`src/rtl/line_par_pkg.sv`:
```
package line_par_pkg;
  typedef enum logic [1:0] {
    RA_BITS = 2'd0,
    RA_BLKS = 2'd1,
    RA_STAT = 2'd2,
    RA_MASK = 2'd3
  } reg_addr_e;
endpackage

```
`src/rtl/lp_parity_bank.sv`:
```
module lp_parity_bank #(
  parameter int NCH = 4,
  localparam int CH_W = (NCH > 1) ? $clog2(NCH) : 1
) (
  input  logic            clk,
  input  logic            rst_n,
  input  logic [7:0]      din,
  input  logic            din_vld,
  input  logic            frame_start,
  input  logic            soh,
  input  logic            par_pos,
  input  logic [CH_W-1:0] ch_idx,
  input  logic            defect,
  output logic [7:0]      err_mask
);
  logic [7:0]     acc_q  [NCH];
  logic [7:0]     acc_d  [NCH];
  logic [7:0]     prev_q [NCH];
  logic [7:0]     prev_d [NCH];
  logic [NCH-1:0] ok_q, ok_d;
  logic           seen_q, seen_d;
  logic           ftick;
  logic [7:0]     sel_prev;
  logic           sel_ok;

  assign ftick = din_vld & frame_start;

  for (genvar c = 0; c < NCH; c++) begin : g_ch
    logic [7:0] base;
    logic       hit;
    always_comb begin
      base      = ftick ? 8'h00 : acc_q[c];
      hit       = din_vld & ~soh & (ch_idx == CH_W'(c));
      acc_d[c]  = hit ? (base ^ din) : base;
      prev_d[c] = ftick ? acc_q[c] : prev_q[c];
    end
    always_ff @(posedge clk or negedge rst_n) begin
      if (!rst_n) begin
        acc_q[c]  <= 8'h00;
        prev_q[c] <= 8'h00;
      end else begin
        acc_q[c]  <= acc_d[c];
        prev_q[c] <= prev_d[c];
      end
    end
  end

  always_comb begin
    if (defect) begin
      ok_d   = '0;
      seen_d = 1'b0;
    end else if (ftick) begin
      ok_d   = {NCH{seen_q}};
      seen_d = 1'b1;
    end else begin
      ok_d   = ok_q;
      seen_d = seen_q;
    end
  end

  always_ff @(posedge clk or negedge rst_n) begin
    if (!rst_n) begin
      ok_q   <= '0;
      seen_q <= 1'b0;
    end else begin
      ok_q   <= ok_d;
      seen_q <= seen_d;
    end
  end

  always_comb begin
    sel_prev = 8'h00;
    sel_ok   = 1'b0;
    for (int c = 0; c < NCH; c++) begin
      if (ch_idx == CH_W'(c)) begin
        sel_prev = prev_q[c];
        sel_ok   = ok_q[c];
      end
    end
  end

  assign err_mask = (din_vld & par_pos & sel_ok & ~defect) ? (din ^ sel_prev) : 8'h00;

  // a defect cycle leaves no channel armed for comparison
  p_defect_disarm_r10: assert property (@(posedge clk) disable iff (!rst_n)
    $past(defect) |-> (ok_q == '0 && !seen_q));
endmodule

```
`src/rtl/lp_err_count.sv`:
```
module lp_err_count #(
  parameter int NCH  = 4,
  parameter int SB_W = 24,
  parameter int SK_W = 21,
  localparam int FB_W = $clog2(8*NCH + 1),
  localparam int FK_W = $clog2(NCH + 1)
) (
  input  logic            clk,
  input  logic            rst_n,
  input  logic [7:0]      err_mask,
  input  logic            frame_tick,
  input  logic            sec_pulse,
  output logic            frm_en,
  output logic [FB_W-1:0] frm_bits,
  output logic [FK_W-1:0] frm_blks,
  output logic [SB_W-1:0] run_bits,
  output logic [SK_W-1:0] run_blks,
  output logic            err_hit
);
  logic [3:0]      nb;
  logic [FB_W-1:0] fb_q, fb_d, fo_b_d;
  logic [FK_W-1:0] fk_q, fk_d, fo_k_d;
  logic            fen_d;
  logic [SB_W-1:0] rb_d;
  logic [SK_W-1:0] rk_d;
  logic [SB_W:0]   sum_b;
  logic [SK_W:0]   sum_k;

  assign nb      = 4'($countones(err_mask));
  assign err_hit = |err_mask;

  always_comb begin
    if (frame_tick) begin
      fo_b_d = fb_q;
      fo_k_d = fk_q;
      fen_d  = 1'b1;
      fb_d   = FB_W'(nb);
      fk_d   = FK_W'(err_hit);
    end else begin
      fo_b_d = '0;
      fo_k_d = '0;
      fen_d  = 1'b0;
      fb_d   = fb_q + FB_W'(nb);
      fk_d   = fk_q + FK_W'(err_hit);
    end
  end

  always_comb begin
    sum_b = {1'b0, run_bits} + (SB_W+1)'(nb);
    sum_k = {1'b0, run_blks} + (SK_W+1)'(err_hit);
    if (sec_pulse) begin
      rb_d = SB_W'(nb);
      rk_d = SK_W'(err_hit);
    end else begin
      rb_d = sum_b[SB_W] ? {SB_W{1'b1}} : sum_b[SB_W-1:0];
      rk_d = sum_k[SK_W] ? {SK_W{1'b1}} : sum_k[SK_W-1:0];
    end
  end

  always_ff @(posedge clk or negedge rst_n) begin
    if (!rst_n) begin
      fb_q     <= '0;
      fk_q     <= '0;
      frm_en   <= 1'b0;
      frm_bits <= '0;
      frm_blks <= '0;
      run_bits <= '0;
      run_blks <= '0;
    end else begin
      fb_q     <= fb_d;
      fk_q     <= fk_d;
      frm_en   <= fen_d;
      frm_bits <= fo_b_d;
      frm_blks <= fo_k_d;
      run_bits <= rb_d;
      run_blks <= rk_d;
    end
  end

  // a saturated total stays saturated until a transfer restarts it
  p_sat_hold_r6: assert property (@(posedge clk) disable iff (!rst_n)
    (run_bits == {SB_W{1'b1}} && !sec_pulse) |=> (run_bits == {SB_W{1'b1}}));
  // each errored parity byte adds at most eight bit errors
  p_frm_bound_r3: assert property (@(posedge clk) disable iff (!rst_n)
    frm_en |-> (int'(frm_bits) <= 8 * int'(frm_blks)));
  // counts are only presented alongside the strobe
  p_frm_quiet_r4: assert property (@(posedge clk) disable iff (!rst_n)
    !frm_en |-> (frm_bits == '0 && frm_blks == '0));
endmodule

```
`src/rtl/lp_reg_if.sv`:
```
module lp_reg_if
  import line_par_pkg::*;
#(
  parameter int SB_W = 24,
  parameter int SK_W = 21,
  localparam int RD_W = (SB_W > SK_W) ? SB_W : SK_W
) (
  input  logic            clk,
  input  logic            rst_n,
  input  logic            xfer_en,
  input  logic [SB_W-1:0] xfer_bits,
  input  logic [SK_W-1:0] xfer_blks,
  input  logic            err_hit,
  input  logic            cfg_cnt_clr_rd,
  input  logic            cfg_sts_clr_rd,
  input  logic            reg_rd,
  input  logic            reg_wr,
  input  logic [1:0]      reg_addr,
  input  logic            reg_wdata,
  output logic [RD_W-1:0] reg_rdata,
  output logic            irq
);
  reg_addr_e       addr;
  logic [SB_W-1:0] cb_q, cb_d;
  logic [SK_W-1:0] ck_q, ck_d;
  logic            sts_q, sts_d, msk_q, msk_d;
  logic            rd_bits, rd_blks, sts_clr;

  assign addr    = reg_addr_e'(reg_addr);
  assign rd_bits = reg_rd & (addr == RA_BITS);
  assign rd_blks = reg_rd & (addr == RA_BLKS);
  assign sts_clr = (addr == RA_STAT) & (cfg_sts_clr_rd ? reg_rd : (reg_wr & reg_wdata));

  always_comb begin
    if (xfer_en) begin
      cb_d = xfer_bits;
      ck_d = xfer_blks;
    end else begin
      cb_d = (rd_bits & cfg_cnt_clr_rd) ? '0 : cb_q;
      ck_d = (rd_blks & cfg_cnt_clr_rd) ? '0 : ck_q;
    end
    sts_d = err_hit | (sts_q & ~sts_clr);
    msk_d = (reg_wr & (addr == RA_MASK)) ? reg_wdata : msk_q;
  end

  always_ff @(posedge clk or negedge rst_n) begin
    if (!rst_n) begin
      cb_q  <= '0;
      ck_q  <= '0;
      sts_q <= 1'b0;
      msk_q <= 1'b1;
    end else begin
      cb_q  <= cb_d;
      ck_q  <= ck_d;
      sts_q <= sts_d;
      msk_q <= msk_d;
    end
  end

  always_comb begin
    unique case (addr)
      RA_BITS: reg_rdata = RD_W'(cb_q);
      RA_BLKS: reg_rdata = RD_W'(ck_q);
      RA_STAT: reg_rdata = RD_W'(sts_q);
      default: reg_rdata = RD_W'(msk_q);
    endcase
  end

  assign irq = sts_q & ~msk_q;

  // the sticky bit only rises because of a detected error
  p_sts_cause_r8: assert property (@(posedge clk) disable iff (!rst_n)
    $rose(sts_q) |-> $past(err_hit));
  // a clearing read empties the cache when no transfer collides
  p_rd_clear_r7: assert property (@(posedge clk) disable iff (!rst_n)
    (rd_bits && cfg_cnt_clr_rd && !xfer_en) |=> (cb_q == '0));
endmodule

```
`src/rtl/line_parity_mon.sv`:
```
module line_parity_mon #(
  parameter int NCH  = 4,
  parameter int SB_W = 24,
  parameter int SK_W = 21,
  localparam int CH_W = (NCH > 1) ? $clog2(NCH) : 1,
  localparam int FB_W = $clog2(8*NCH + 1),
  localparam int FK_W = $clog2(NCH + 1),
  localparam int RD_W = (SB_W > SK_W) ? SB_W : SK_W
) (
  input  logic            clk,
  input  logic            rst_n,
  input  logic [7:0]      din,
  input  logic            din_vld,
  input  logic            frame_start,
  input  logic            soh,
  input  logic            par_pos,
  input  logic [CH_W-1:0] ch_idx,
  input  logic            sec_pulse,
  input  logic            def_sef,
  input  logic            def_los,
  input  logic            def_lof,
  input  logic            def_ais,
  input  logic            cfg_cnt_clr_rd,
  input  logic            cfg_sts_clr_rd,
  input  logic            reg_rd,
  input  logic            reg_wr,
  input  logic [1:0]      reg_addr,
  input  logic            reg_wdata,
  output logic [RD_W-1:0] reg_rdata,
  output logic            frm_en,
  output logic [FB_W-1:0] frm_bits,
  output logic [FK_W-1:0] frm_blks,
  output logic            irq
);
  logic [7:0]      err_mask;
  logic            defect, err_hit;
  logic [SB_W-1:0] run_bits;
  logic [SK_W-1:0] run_blks;

  assign defect = def_sef | def_los | def_lof | def_ais;

  lp_parity_bank #(.NCH(NCH)) u_bank (
    .clk(clk), .rst_n(rst_n), .din(din), .din_vld(din_vld),
    .frame_start(frame_start), .soh(soh), .par_pos(par_pos),
    .ch_idx(ch_idx), .defect(defect), .err_mask(err_mask)
  );

  lp_err_count #(.NCH(NCH), .SB_W(SB_W), .SK_W(SK_W)) u_cnt (
    .clk(clk), .rst_n(rst_n), .err_mask(err_mask),
    .frame_tick(din_vld & frame_start), .sec_pulse(sec_pulse),
    .frm_en(frm_en), .frm_bits(frm_bits), .frm_blks(frm_blks),
    .run_bits(run_bits), .run_blks(run_blks), .err_hit(err_hit)
  );

  lp_reg_if #(.SB_W(SB_W), .SK_W(SK_W)) u_regs (
    .clk(clk), .rst_n(rst_n), .xfer_en(sec_pulse),
    .xfer_bits(run_bits), .xfer_blks(run_blks), .err_hit(err_hit),
    .cfg_cnt_clr_rd(cfg_cnt_clr_rd), .cfg_sts_clr_rd(cfg_sts_clr_rd),
    .reg_rd(reg_rd), .reg_wr(reg_wr), .reg_addr(reg_addr),
    .reg_wdata(reg_wdata), .reg_rdata(reg_rdata), .irq(irq)
  );
endmodule

```
`config.mk`:
```
export PLATFORM = sky130hd
export DESIGN_NAME = line_parity_mon
export DESIGN_NICKNAME = d
export VERILOG_FILES = /design/src/rtl/line_par_pkg.sv /design/src/rtl/lp_parity_bank.sv /design/src/rtl/lp_err_count.sv /design/src/rtl/lp_reg_if.sv /design/src/rtl/line_parity_mon.sv
export SDC_FILE = /design/constraint.sdc
export NUM_CORES = 1
export LEC_CHECK = 0
export ABC_AREA = 1
export BUFFER_PORTS_ARGS = -buffer_cell sky130_fd_sc_hd__buf_2
export CAP_MARGIN = 0
export CORE_MARGIN = 3
export CORE_UTILIZATION = 40
export CTS_CLUSTER_SIZE = 10
export DETAILED_ROUTE_END_ITERATION = 12
export PLACE_DENSITY = 0.67
export SLEW_MARGIN = 40
export SYNTH_ARGS = -nofsm -noshare
export SYNTH_HDL_FRONTEND = slang
export SYNTH_HIERARCHICAL = 1
export SYNTH_SLANG_ARGS = --single-unit
```
`constraint.sdc`:
```
create_clock -name clk -period 6.3 [get_ports clk]
set_input_delay 1.26 -clock clk [delete_from_list [all_inputs] [get_ports clk]]
set_output_delay 1.26 -clock clk [all_outputs]
set_load 0.05 [all_outputs]
```
== Word-level counts from Yosys, hierarchy flattened ==
Cells that the tools add are included.

* Add/subtract/negate cells: 11
* Eq/ne operators: 6
* Multiplexer cells: 36
* Bitwise gates (word level): 31
* Reductions and logical operators: 6

{| class="wikitable"
|+ Operators by type and width
! cell !! number
|-
| $mux 8 || 13
|-
| $mux 24 || 4
|-
| $mux 21 || 4
|-
| $pmux 24 s3 || 1
|-
| $xor 8x8->8 || 5
|-
| $add 24x4->25 || 1
|-
| $add 21x1->22 || 1
|-
| $and 1x1->1 || 18
|-
| $add 4x4->4 || 3
|-
| $mux 6 || 2
|-
| $add 1x1->2 || 4
|-
| $eq 2x2->1 const B || 4
|-
| $mux 1 || 8
|-
| $mux 4 || 2
|-
| $reduce_or 8->1 || 1
|-
| $add 6x4->6 || 1
|-
| $mux 3 || 2
|-
| $reduce_bool 2->1 || 3
|-
| $eq 2x1->1 const B || 2
|-
| $logic_not 2->1 || 2
|-
| $not 1->1 || 4
|-
| $or 1x1->1 || 4
|-
| $add 3x1->3 || 1
|}

* Register bits: 180
* Input bits: 28
* Output and inout bits: 35
* Word-level logic and storage cells: 111

== Longest topological paths before layout ==
Gate-level depths: netlist of run 1.

* Depth in word-level cells: 14
* Gate-level depth with buffers: 26
* Mapped depth without buffers: 26

== By module ==
The synthesis of run 1 kept the hierarchy.

{| class="wikitable"
|+ Modules (own cells, without submodules)
! module !! instances !! cells each !! area an instance (µm²) !! sequential area each (µm²)
|-
| lp_err_count || 1 || 503 || 3851.2 || 1601.5
|-
| lp_parity_bank || 1 || 375 || 3081.7 || 1651.6
|-
| lp_reg_if || 1 || 296 || 2331.0 || 1177.4
|-
| line_parity_mon || 1 || 5 || 18.8 || 0.0
|}

== Worst setup path before layout of run 1 ==
Ideal clock, no wire load.

* Kind: in2reg
* Start point: input ch_idx[0]
* End point: register u_cnt.run_bits[23]
* Setup time: 0.129 ns
* Data arrival time: 5.393 ns
* Required time: 6.171 ns
* Path slack: 0.778 ns
* Cell stages on the path: 24
* Buffers on the path: 0
* Cell sequence: nand2_1 clkinv_1 nor2_1 nand2_1 nand3_1 nand2_1 nor2_1 inv_1 fa_1 fa_1 fa_1 inv_1 ha_1 inv_1 fa_1 xnor2_1 ha_1 or2_2 nand3_1 nand2_1 nand3_1 nand2_2 nor2_1 nor2_2

* Cells in the longest elaborated chain, start to end: 14
* Elaborated cells between the ends (all ways): 26
* Those cells by class: 8 x add/sub; 3 x eq/ne; 11 x mux; 3 x bitwise; 1 x reduce/logical

{| class="wikitable"
|+ RTL lines
! what !! line !! source
|-
| from (decl) || line_parity_mon.sv:17 || <nowiki>input logic [CH_W-1:0] ch_idx,</nowiki>
|-
| $logic_not 2->1 || lp_parity_bank.sv:75 || <nowiki>if (ch_idx == CH_W'(c)) begin</nowiki>
|-
| $mux 1 (4 in a row) || lp_parity_bank.sv:75 ||
|-
| $and 1x1->1 (2 in a row) || lp_parity_bank.sv:82 || <nowiki>assign err_mask = (din_vld & par_pos & sel_ok & ~defect) ? (din ^ sel_prev) : 8'h00;</nowiki>
|-
| $mux 8 (*) || lp_parity_bank.sv:82 ||
|-
| via err_mask[0] || line_parity_mon.sv:35 || <nowiki>logic [7:0] err_mask;</nowiki>
|-
| $add 1x1->2 (not written as such) (*) || lp_err_count.sv:29 || <nowiki>assign nb = 4'($countones(err_mask));</nowiki>
|-
| $add 4x4->4 (not written as such) (*) (2 in a row) || lp_err_count.sv:29 ||
|-
| $add 24x4->25 (*) || lp_err_count.sv:49 || <nowiki>sum_b = {1'b0, run_bits} + (SB_W+1)'(nb);</nowiki>
|-
| $mux 24 (*) || lp_err_count.sv:55 || <nowiki>rb_d = sum_b[SB_W] ? {SB_W{1'b1}} : sum_b[SB_W-1:0];</nowiki>
|-
| $mux 24 (*) || lp_err_count.sv:51 || <nowiki>if (sec_pulse) begin</nowiki>
|-
| via u_cnt.rb_d[23] || lp_err_count.sv:24 || <nowiki>logic [SB_W-1:0] rb_d;</nowiki>
|-
| to (signal assigned) || lp_err_count.sv:75 || <nowiki>run_bits <= rb_d;</nowiki>
|-
| to (decl) || lp_err_count.sv:16 || <nowiki>output logic [SB_W-1:0] run_bits,</nowiki>
|}

Mark *: on every way through the listed nets, which the timed path passes. The rest lies on a longest branch.
A chain may end at the register's enable or synchronous reset.

== Final worst setup path of run 1 ==
* Start point: input ch_idx[1]
* End point: register u_cnt.run_bits[11]

The elaborated chain is that of the path after synthesis.

==> results of run 1 <==
-- kinds of logic (layout without fill, tap and decap cells) --
kind of cell | count (synthesis) | count (layout) | synth area share [%]
adders and majority gates | 22 | 22 | 3.45
DFF | 177 | 177 | 47.7
AOI/OAI and AO/OA | 53 | 53 | 3.01
buffers and inverters | 144 | 207 | 6.44
xor gates and xnor gates | 56 | 56 | 5.28
and+or+nand+nor | 727 | 727 | 34.1
-- per-layer routing --
layer	up-vias	wire length [um]	part of all wire, %	GRT usage [%]
li1	3767	-	-	-
met3	24	779	3.6	3.40
met4	0	358	1.7	4.96
met2	176	10200	48	29.7
met1	3628	10000	47	23.6
met5	-	0	0	0
-- cell type report --
class | instances | area [um2]
clock inverter | 13 | 196
timing repair buffer | 69 | 373
inverter | 106 | 400
tap | 285 | 357
clock buffer | 19 | 433
fill | 2323 | 12300
multi-input combinational | 858 | 4260
sequential | 177 | 4430
-- flip-flops by register name, indices dropped and copies added (netlist names), 3 cells and up --
| name | flops |
|---|---|
| u_bank/acc_q | 32 |
| u_bank/prev_q | 32 |
| u_cnt/run_bits | 24 |
| u_regs/cb_q | 24 |
| u_cnt/run_blks | 21 |
| u_regs/ck_q | 21 |
| u_cnt/fb_q | 6 |
| u_cnt/frm_bits | 6 |
| u_cnt/fk_q | 3 |
| u_cnt/frm_blks | 3 |
-- final timing paths --
kind	from	endpoint	slack (ns)	depth (start not counted)
worst max register to register	u_bank/prev_q[3]$_DFFE_PN0P_	u_cnt/run_bits[11]$_DFF_PN0_	1.47	20
worst min-delay path	u_bank/acc_q[4]$_DFF_PN0_	u_bank/prev_q[4]$_DFFE_PN0P_	0.47	2
max in group asynchronous	rst_n	u_bank/acc_q[28]$_DFF_PN0_	4.41	2
worst max-delay path	ch_idx[1]	u_cnt/run_bits[11]$_DFF_PN0_	0.51	24
worst min register to register	u_bank/acc_q[4]$_DFF_PN0_	u_bank/prev_q[4]$_DFFE_PN0P_	0.47	2
min in group asynchronous	rst_n	u_cnt/run_bits[18]$_DFF_PN0_	0.77	1
-- power by group --
part / total, mW / switching (mW) / internal (mW)
sequential: 1.21 / 0.0252 / 1.18
combinational: 0.171 / 0.124 / 0.0477
clock: 1.14 / 0.462 / 0.673
-- metrics by stage --
stage	setup WS, ns	instances	hold WS (ns)
2_1_floorplan	0.778	1179	0.440
3_3_place_gp	0.234	1495	0.451
3_5_place_dp	0.120	1495	0.453
4_1_cts	0.566	1527	0.471
5_1_grt	0.169	1527	0.501
6_report	0.515	1527	0.470
-- cells in the final DEF, fill, tap and decap left out, types with 16 or more instances in the layout --
| cell | n |
|---|---|
| a21oi_1 | 24 |
| buf_2 | 61 |
| clkbuf_16 | 17 |
| dfrtp_1 | 176 |
| ha_1 | 16 |
| inv_1 | 99 |
| nand2_1 | 475 |
| nand3_1 | 89 |
| nand3_2 | 21 |
| nor2_1 | 92 |
| o21ai_0 | 22 |
| xor2_1 | 43 |
-- critical path: cells and delay by family --
kind / cells / cell delay, ns
AND/OR/NAND/NOR: 11 / 1.40
adder cells (fa/ha/maj): 6 / 2.58
AO/OA/AOI/OAI: 1 / 0.20
buffers and inverters: 6 / 0.70
==> out/metrics.yaml, run 1 <==
clocking:
  postCtsResizedCells: 0
  holdBufCountCts: 0
  htreeDepth: 4
  cts_setup_buffers: 0
  clk_pin_slew_worst_paths_ns: 0.07
  insertion_delay_ns: 0.43
  cts_tree: "built"
  clkSinkCount: 177
  cts_buffer_depth: 2
  cts_buffers: 17
  clockRootBuffer: "clkbuf_16"
global_route:
  grtUsageTotal_pct: 17.7
  overflow: 0
  grt_pass1_wl_um: 35800
  grt_pass1_vias: 7264
  grt_max_degree: 69
  antenna_found_initial: 0
sta:
  timing.fmax_mhz: 173
  slew_viol_final: 0
  rsz0062_at_grt: "no"
  fin_crit_ns: 5.79
  tns_ns: 0
  worst_pin_slew_ns: 0.748
  hold_viol: 0
  relSlewSlack_pct: 50.1
  period_share_pct: 91.8
  clock_skew_ns: 0.0140
  setup_viol: 0
placement:
  port_buffers: 62
  place_area_um2: 9820
  dp_hpwl_um: 14800
  place_congestion: 0.855
worst_setup_path:
  arrival_ns: 6.15
  startpoint_type: "primary input"
  crit_path_max_incr_delay_ns: 0.56
  crit_slowest_cell: "fa_1"
  path_class: "primary input to register"
  required_ns: 6.66
  cp_max_fo: 20
  path_cells: "buf_2 -> nand2_1 -> clkinv_1 -> nor2_1 -> nand2_1 -> nand3_1 -> nand2_1 -> nor2_1 -> inv_1 -> fa_1 -> fa_1 -> fa_1 -> inv_1 -> ha_1 -> inv_1 -> fa_1 -> fa_1 -> o21ai_2 -> nand2_1 -> nor2_4 -> nand3b_4 -> nand3_1 -> nand2_1 -> inv_1"
  end_kind: "register"
floorplan:
  die_w_um: 158
  dieArea_um2: 25100
  io_pins: 63
  start_util_pct: 40.9
  rows: 55
  die_y_um: 158
  core_um2: 22700
final_layout:
  fin_util_pct: 46.0
  nNetsFinal: 1279
  num_antenna_cells: 0
  drive_above_1_share_pct: 12.0
  area_growth_pct: 12.5
  stdcell_area_um2: 10400
yosys:
  ys_warn_count: 6
  synthFlopType: "dfrtp_1"
  ys_top_cells_by_area: "dfrtp_1 47%, nand2_1 19%, nand3_1 4.8%"
  syn_inst: 1179
  syn-num-nets: 1229
  netlist_top_cells_count: "476 x nand2_1, 176 x dfrtp_1, 100 x inv_1, 92 x nor2_1, 89 x nand3_1"
  synth_largest_area_cell: "dfrtp_1"
  ys_types: 38
  synth-seq-cells: 177
  synth_top_area_share_pct: 47.4
  synth-edff-count: 0
  synth.yosys.seq_area_share_pct: 47.7
  syn_area_per_cell_um2: 7.87
  synth-async-reset-ratio_pct: 100
  synth_area_um2: 9280
  synth.most_common_cell: "nand2_1"
routing:
  via_count: 7595
  avgViaCountPerCell: 4.97
  dr.first_iter.drc_count: 618
  wl_per_cell_um: 14.0
  antenna_left: 0
  routed_wl_um: 21400
  drt_first_pass_iters: 6
  drc: 0
hold_path:
  holdCritPathClass: "register to register"
power:
  power_density_nw_per_um2: 240
  p_leak_nw: 5.48
  total_power_mw: 2.51
  vdd_drop_max_uv: 159
status:
  outcome: "finished, final reports clean"
job:
  timing.max_cap.violations: 0
(Power assumes the default switching activity.)
==> inputs of run 2 (changes only) <==
ABC_AREA = default   (was 1)
ABC_CLOCK_PERIOD_IN_PS = 6300   (was default)
==> run 2 against run 1 <==
Non-clock buffer count grew 20; design area down 2.8%; die area is 2.8% lower; clock-buffer cell count shrank 2; setup slack worse by 0.22 ns; clock skew down 0.0041 ns; first-iteration DRC count fell by 46%; critical path type unchanged; highest routed layer is now met5.
==> out/metrics.yaml, run 2 <==
sta:
  relSlewSlack_pct: 49.0
  hold_viol: 0
  slew_viol_final: 0
  rsz0062_at_grt: "no"
  fin_crit_ns: 6.00
  worst_pin_slew_ns: 0.765
  clock_skew_ns: 0.00995
  period_share_pct: 95.3
  setup_viol: 0
  timing.fmax_mhz: 167
status:
  outcome: "finished, final reports clean"
global_route:
  grt_max_degree: 88
  grtUsageTotal_pct: 15.8
  grt_pass1_wl_um: 31100
  antenna_found_initial: 1
  grt_pass1_vias: 6152
  overflow: 0
routing:
  routed_wl_um: 18500
  dr.first_iter.drc_count: 335
  drc: 0
  wl_per_cell_um: 15.4
  avgViaCountPerCell: 5.08
  drt_first_pass_iters: 5
  via_count: 6086
  antenna_left: 0
worst_setup_path:
  path_class: "primary input to register"
  arrival_ns: 6.35
  startpoint_type: "primary input"
  cp_max_fo: 8
  end_kind: "register"
  required_ns: 6.65
power:
  power_density_nw_per_um2: 236
  vdd_drop_max_uv: 196
  p_sw_share_pct: 25.6
  p_int_mw: 1.79
  p_clk_share_pct: 40.5
  p_leak_nw: 4.69
  seqPwrFrac_pct: 50.6
  power_frac_comb_pct: 8.8
  p_sw_uw: 615
  total_power_mw: 2.40
final_layout:
  layout_common_cells: "176 x dfrtp_1, 122 x nand2_1, 60 x buf_2"
  layout_commonest_cell: "dfrtp_1"
  fin_util_pct: 46.2
  stdcell_area_um2: 10200
  area_growth_pct: 12.6
  num_antenna_cells: 0
  drive_above_1_share_pct: 21.7
  reg.largest.list: "u_bank/acc_q (32), u_bank/prev_q (32)"
  nNetsFinal: 957
clocking:
  cts_tree: "built"
  cts_setup_buffers: 0
  clkSinkCount: 177
  holdBufCountCts: 0
  postCtsResizedCells: 0
  cts_buffer_depth: 2
  clk_pin_slew_worst_paths_ns: 0.07
  clockRootBuffer: "clkbuf_16"
  cts_buffers: 17
  insertion_delay_ns: 0.43
  htreeDepth: 4
placement:
  port_buffers: 62
  place_congestion: 0.761
  place_area_um2: 9600
  dp_hpwl_um: 12300
yosys:
  synth-async-reset-ratio_pct: 100
  synth-seq-cells: 177
  synth-edff-count: 0
  netlist_top_cells_count: "176 x dfrtp_1, 123 x nand2_1, 53 x nor2_1, 48 x nand2b_1, 44 x xor2_1"
  syn_area_per_cell_um2: 10.7
  ys_types: 58
  syn-num-nets: 893
  ys_top_cells_by_area: "dfrtp_1 49%, nand2_1 5.1%, xor2_1 4.3%"
  synth.yosys.seq_area_share_pct: 49.1
  ys_warn_count: 6
  syn_inst: 843
  synth_largest_area_cell: "dfrtp_1"
  synth_top_area_share_pct: 48.8
  synthFlopType: "dfrtp_1"
  synth.most_common_cell: "dfrtp_1"
  synth_area_um2: 9020
floorplan:
  dieArea_um2: 24400
  core_um2: 22000
  start_util_pct: 41.1
  io_pins: 63
  die_w_um: 156
  rows: 54
  die_y_um: 156
job:
  timing.max_cap.violations: 0
hold_path:
  holdCritPathClass: "register to register"
[run 2: cell count changes after synthesis, sizes merged, moves of 9 or more]
cell    delta
nand2    -358
nand3     -99
inv       -80
nand2b    +48
nor2      -47
mux2      +36
o21ai     +28
mux2i     +23
a21oi     +18
nand3b    -15
and2      +14
and3      +12
xnor2     +11
mux4       +9
[run 2: final cells by class]
type / count / area (um2)
clock inverter: 14 / 104
inverter: 24 / 90.1
timing repair buffer: 89 / 537
multi-input combinational: 598 / 4220
clock buffer: 17 / 425
sequential: 177 / 4430
fill: 2017 / 11800
tap: 280 / 350
[run 2: worst paths after layout]
check                                             startpoint                           end  slack (ns)  depth (start not counted)
max in group asynchronous                              rst_n    u_regs/cb_q[2]$_DFFE_PN0P_        4.24                          2
worst max register to register  u_bank/prev_q[0]$_DFFE_PN0P_  u_cnt/run_bits[15]$_DFF_PN0_        1.08                         17
worst max-delay path                                 def_los  u_cnt/run_bits[15]$_DFF_PN0_        0.30                         18
worst min register to register       u_cnt/fk_q[1]$_DFF_PN0_   u_cnt/frm_blks[1]$_DFF_PN0_        0.50                          1
min in group asynchronous                              rst_n   u_regs/cb_q[23]$_DFFE_PN0P_        0.89                          1
worst min-delay path                 u_cnt/fk_q[1]$_DFF_PN0_   u_cnt/frm_blks[1]$_DFF_PN0_        0.50                          1
[run 2: logic make-up (layout without fill, tap and decap cells)]
kind of cell / after synthesis / in the layout / synth area share [%]
simple gates: 321 / 321 / 18.3
fa+ha+maj: 22 / 22 / 3.55
buf+inv: 68 / 144 / 4.15
xor+xnor: 68 / 68 / 6.61
mux: 68 / 68 / 10.0
flops: 177 / 177 / 49.1
compound gates: 119 / 119 / 8.22
[run 2: per-stage QoR]
step | hold WS, ns | instances | TNS (ns) | setup slack [ns]
after floorplan | 0.459 | 843 | 0 | 0.0184
after global placement | 0.473 | 1167 | -0.0866 | -0.0691
after detailed placement | 0.491 | 1167 | -1.03 | -0.132
after CTS | 0.504 | 1198 | 0 | 0.314
after global routing | 0.515 | 1199 | 0 | 0.0139
final | 0.498 | 1199 | 0 | 0.295
[run 2: critical path: stages]
cell and delay (ns):
buf_2 0.09, or4_1 0.56, nand4b_1 0.28, nor2_1 0.14, inv_1 0.08, fa_1 0.56, fa_1 0.43, fa_1 0.49
inv_1 0.04, ha_1 0.18, inv_1 0.07, fa_1 0.45, fa_1 0.45, nand2b_1 0.20, a211o_1 0.28, or3_4 0.42
and4_1 0.22, nor3_2 0.14
[run 2: per-layer routing]
metal / share of wire (%) / up-vias / track usage, % / wire (um)
li1: - / 2987 / - / -
met1: 47 / 2992 / 21.1 / 8660
met2: 48 / 91 / 25.7 / 8860
met3: 3.9 / 14 / 3.74 / 724
met4: 1.4 / 2 / 4.75 / 268
met5: 0.038 / - / 0 / 7
[run 2: power groups by stage]
stage               combinational [mW]  clock (mW)  sequential [mW]
floorplan                        0.149           0             1.23
global placement                 0.210           0             1.24
detailed placement               0.213           0             1.24
CTS                              0.215        1.00             1.22
global route                     0.235        1.05             1.22
finish                           0.212       0.973             1.22
==> inputs of run 3 (changes only) <==
CAP_MARGIN = 20   (was 0)
CELL_PAD_IN_SITES_DETAIL_PLACEMENT = 0   (was default)
CELL_PAD_IN_SITES_GLOBAL_PLACEMENT = 1   (was default)
CORE_MARGIN = default   (was 3)
PLACE_DENSITY = 0.78   (was 0.67)
==> run 3 against run 2 <==
The flow now finishes with violations (design-rule violations); critical path depth is the same; hold slack worse by 0.00084 ns; sequential share of layout area shrank 0.45 points; largest power group unchanged; highest routed layer is now met4; clock skew is 0.0034 ns higher; combinational power about the same; critical endpoint unchanged; clock-buffer cell count rose by 1; core utilization up 0.48 points; cell count is 0.25% higher; setup slack improved by 0.015 ns; wire length rose by 0.83%; via count is 0.15% higher; design area increased by 1.0%.
==> out/metrics.yaml, run 3 (synthesis results as in run 2) <==
placement:
  port_buffers: 62
  place_congestion: 0.775
  dp_hpwl_um: 12500
global_route:
  grt_pass1_vias: 6038
  grt_max_degree: 87
  overflow: 0
  antenna_found_initial: 0
  grtUsageTotal_pct: 16.9
  grt_pass1_wl_um: 31400
worst_setup_path:
  path_class: "primary input to register"
  crit_path_max_incr_delay_ns: 0.56
  startpoint_type: "primary input"
  rr_worst_depth: 18
  crit_top_cell: "fa_1"
  end_kind: "register"
  arrival_ns: 6.33
  crit_slowest_cell: "or4_1"
  path_cells: "buf_2 -> or4_1 -> nand4b_1 -> nor2_1 -> inv_1 -> fa_1 -> fa_1 -> fa_1 -> inv_1 -> ha_1 -> inv_1 -> fa_1 -> fa_1 -> nand2b_1 -> a211o_1 -> or3_4 -> and4_1 -> nor3_2"
  cp_max_fo: 6
  required_ns: 6.65
clocking:
  cts_buffer_depth: 2
  insertion_delay_ns: 0.43
  clkSinkCount: 177
  cts_buffers: 17
  htreeDepth: 4
  clk_pin_slew_worst_paths_ns: 0.07
  cts_tree: "built"
  cts_setup_buffers: 0
  clockRootBuffer: "clkbuf_16"
sta:
  relSlewSlack_pct: 44.3
  finalHoldWorstSlack_ns: 0.497
  slew_viol_final: 0
  period_share_pct: 95.1
  fin_crit_ns: 5.99
  tns_ns: 0
  setup_viol: 0
  worst_pin_slew_ns: 0.836
  clock_skew_ns: 0.0134
  timing.fmax_mhz: 167
  hold_viol: 0
  rsz0062_at_grt: "no"
job:
  timing.max_cap.violations: 0
power:
  power_frac_comb_pct: 8.3
  power_density_nw_per_um2: 250
  p_clk_share_pct: 44.3
  total_power_mw: 2.57
  p_leak_nw: 4.74
  p_sw_share_pct: 24.9
  seqPwrFrac_pct: 47.4
  p_sw_uw: 638
  p_int_mw: 1.93
  vdd_drop_max_uv: 176
floorplan:
  core_um2: 22000
  start_util_pct: 41.1
  io_pins: 63
  rows: 54
  dieArea_um2: 23100
  die_w_um: 152
  die_y_um: 152
final_layout:
  layout_common_cells: "176 x dfrtp_1, 122 x nand2_1, 60 x buf_2"
  area_growth_pct: 13.8
  reg.largest.list: "u_bank/acc_q (32), u_bank/prev_q (32)"
  drive_above_1_share_pct: 21.9
  fin_util_pct: 46.7
  nNetsFinal: 959
  layout_commonest_cell: "dfrtp_1"
  num_antenna_cells: 0
status:
  violations: "design-rule violations"
  outcome: "finished, violations left"
routing:
  wl_per_cell_um: 15.5
  drc: 10
  via_count: 6095
  dr.first_iter.drc_count: 333
  routed_wl_um: 18700
  drt_first_pass_iters: 8
  antenna_left: 0
  avgViaCountPerCell: 5.07
hold_path:
  holdCritPathClass: "register to register"
  holdPathStages: 2
==> run 3: per-layer routing <==
| layer | track usage, % | share of wire, % | vias to the layer above |
|---|---|---|---|
| met5 | 0 | 0 | - |
| met4 | 3.40 | 0.77 | 0 |
| met3 | 3.81 | 3.1 | 13 |
| met2 | 27.1 | 47 | 83 |
| met1 | 23.4 | 49 | 3002 |
| li1 | - | - | 2997 |
==> run 3: stage by stage <==
stage | instances | setup WS, ns | cell area, um2
2_1_floorplan | 843 | 0.0184 | 9020
3_3_place_gp | 1170 | -0.0349 | 9620
3_5_place_dp | 1170 | -0.123 | 9620
4_1_cts | 1202 | 0.320 | 10300
5_1_grt | 1202 | 0.0462 | 10300
6_report | 1202 | 0.311 | 10300
==> run 3: worst paths after layout <==
path                                         startpoint                      endpoint  slack (ns)
setup / recovery                                def_los  u_cnt/run_bits[15]$_DFF_PN0_        0.31
hold / removal              u_cnt/run_bits[0]$_DFF_PN0_    u_regs/cb_q[0]$_DFFE_PN0P_        0.50
setup reg to reg           u_bank/prev_q[3]$_DFFE_PN0P_  u_cnt/run_bits[15]$_DFF_PN0_        1.06
hold reg to reg             u_cnt/run_bits[0]$_DFF_PN0_    u_regs/cb_q[0]$_DFFE_PN0P_        0.50
max in group asynchronous                         rst_n   u_cnt/run_bits[6]$_DFF_PN0_        4.28
min in group asynchronous                         rst_n  u_cnt/run_bits[18]$_DFF_PN0_        0.86
==> run 3: layout make-up <==
type,count,area (um2)
clock buffer,18,439
clock inverter,14,191
fill,2071,11700
inverter,24,90.1
multi-input combinational,598,4220
sequential,177,4430
tap,280,350
timing repair buffer,91,537
==> run 3: power groups by stage <==
stage	combinational (mW)	clock, mW	sequential [mW]
3_3_place_gp	0.212	0	1.24
3_5_place_dp	0.215	0	1.24
2_1_floorplan	0.149	0	1.23
5_1_grt	0.235	1.21	1.22
6_report	0.212	1.14	1.22
4_1_cts	0.217	1.16	1.22
==> run 3: what timing repair did <==
item,CTS,global route
gates resized for setup,0,1
endpoints found under the setup margin,0,1
hold buffers,0,0
endpoints found under the hold margin,0,0
==> run 3: critical path, delay by kind of cell <==
family / cells / cell delay (ns)
fa+ha+maj: 6 / 2.53
simple gates: 7 / 1.98
buf+inv: 4 / 0.28
compound gates: 1 / 0.28
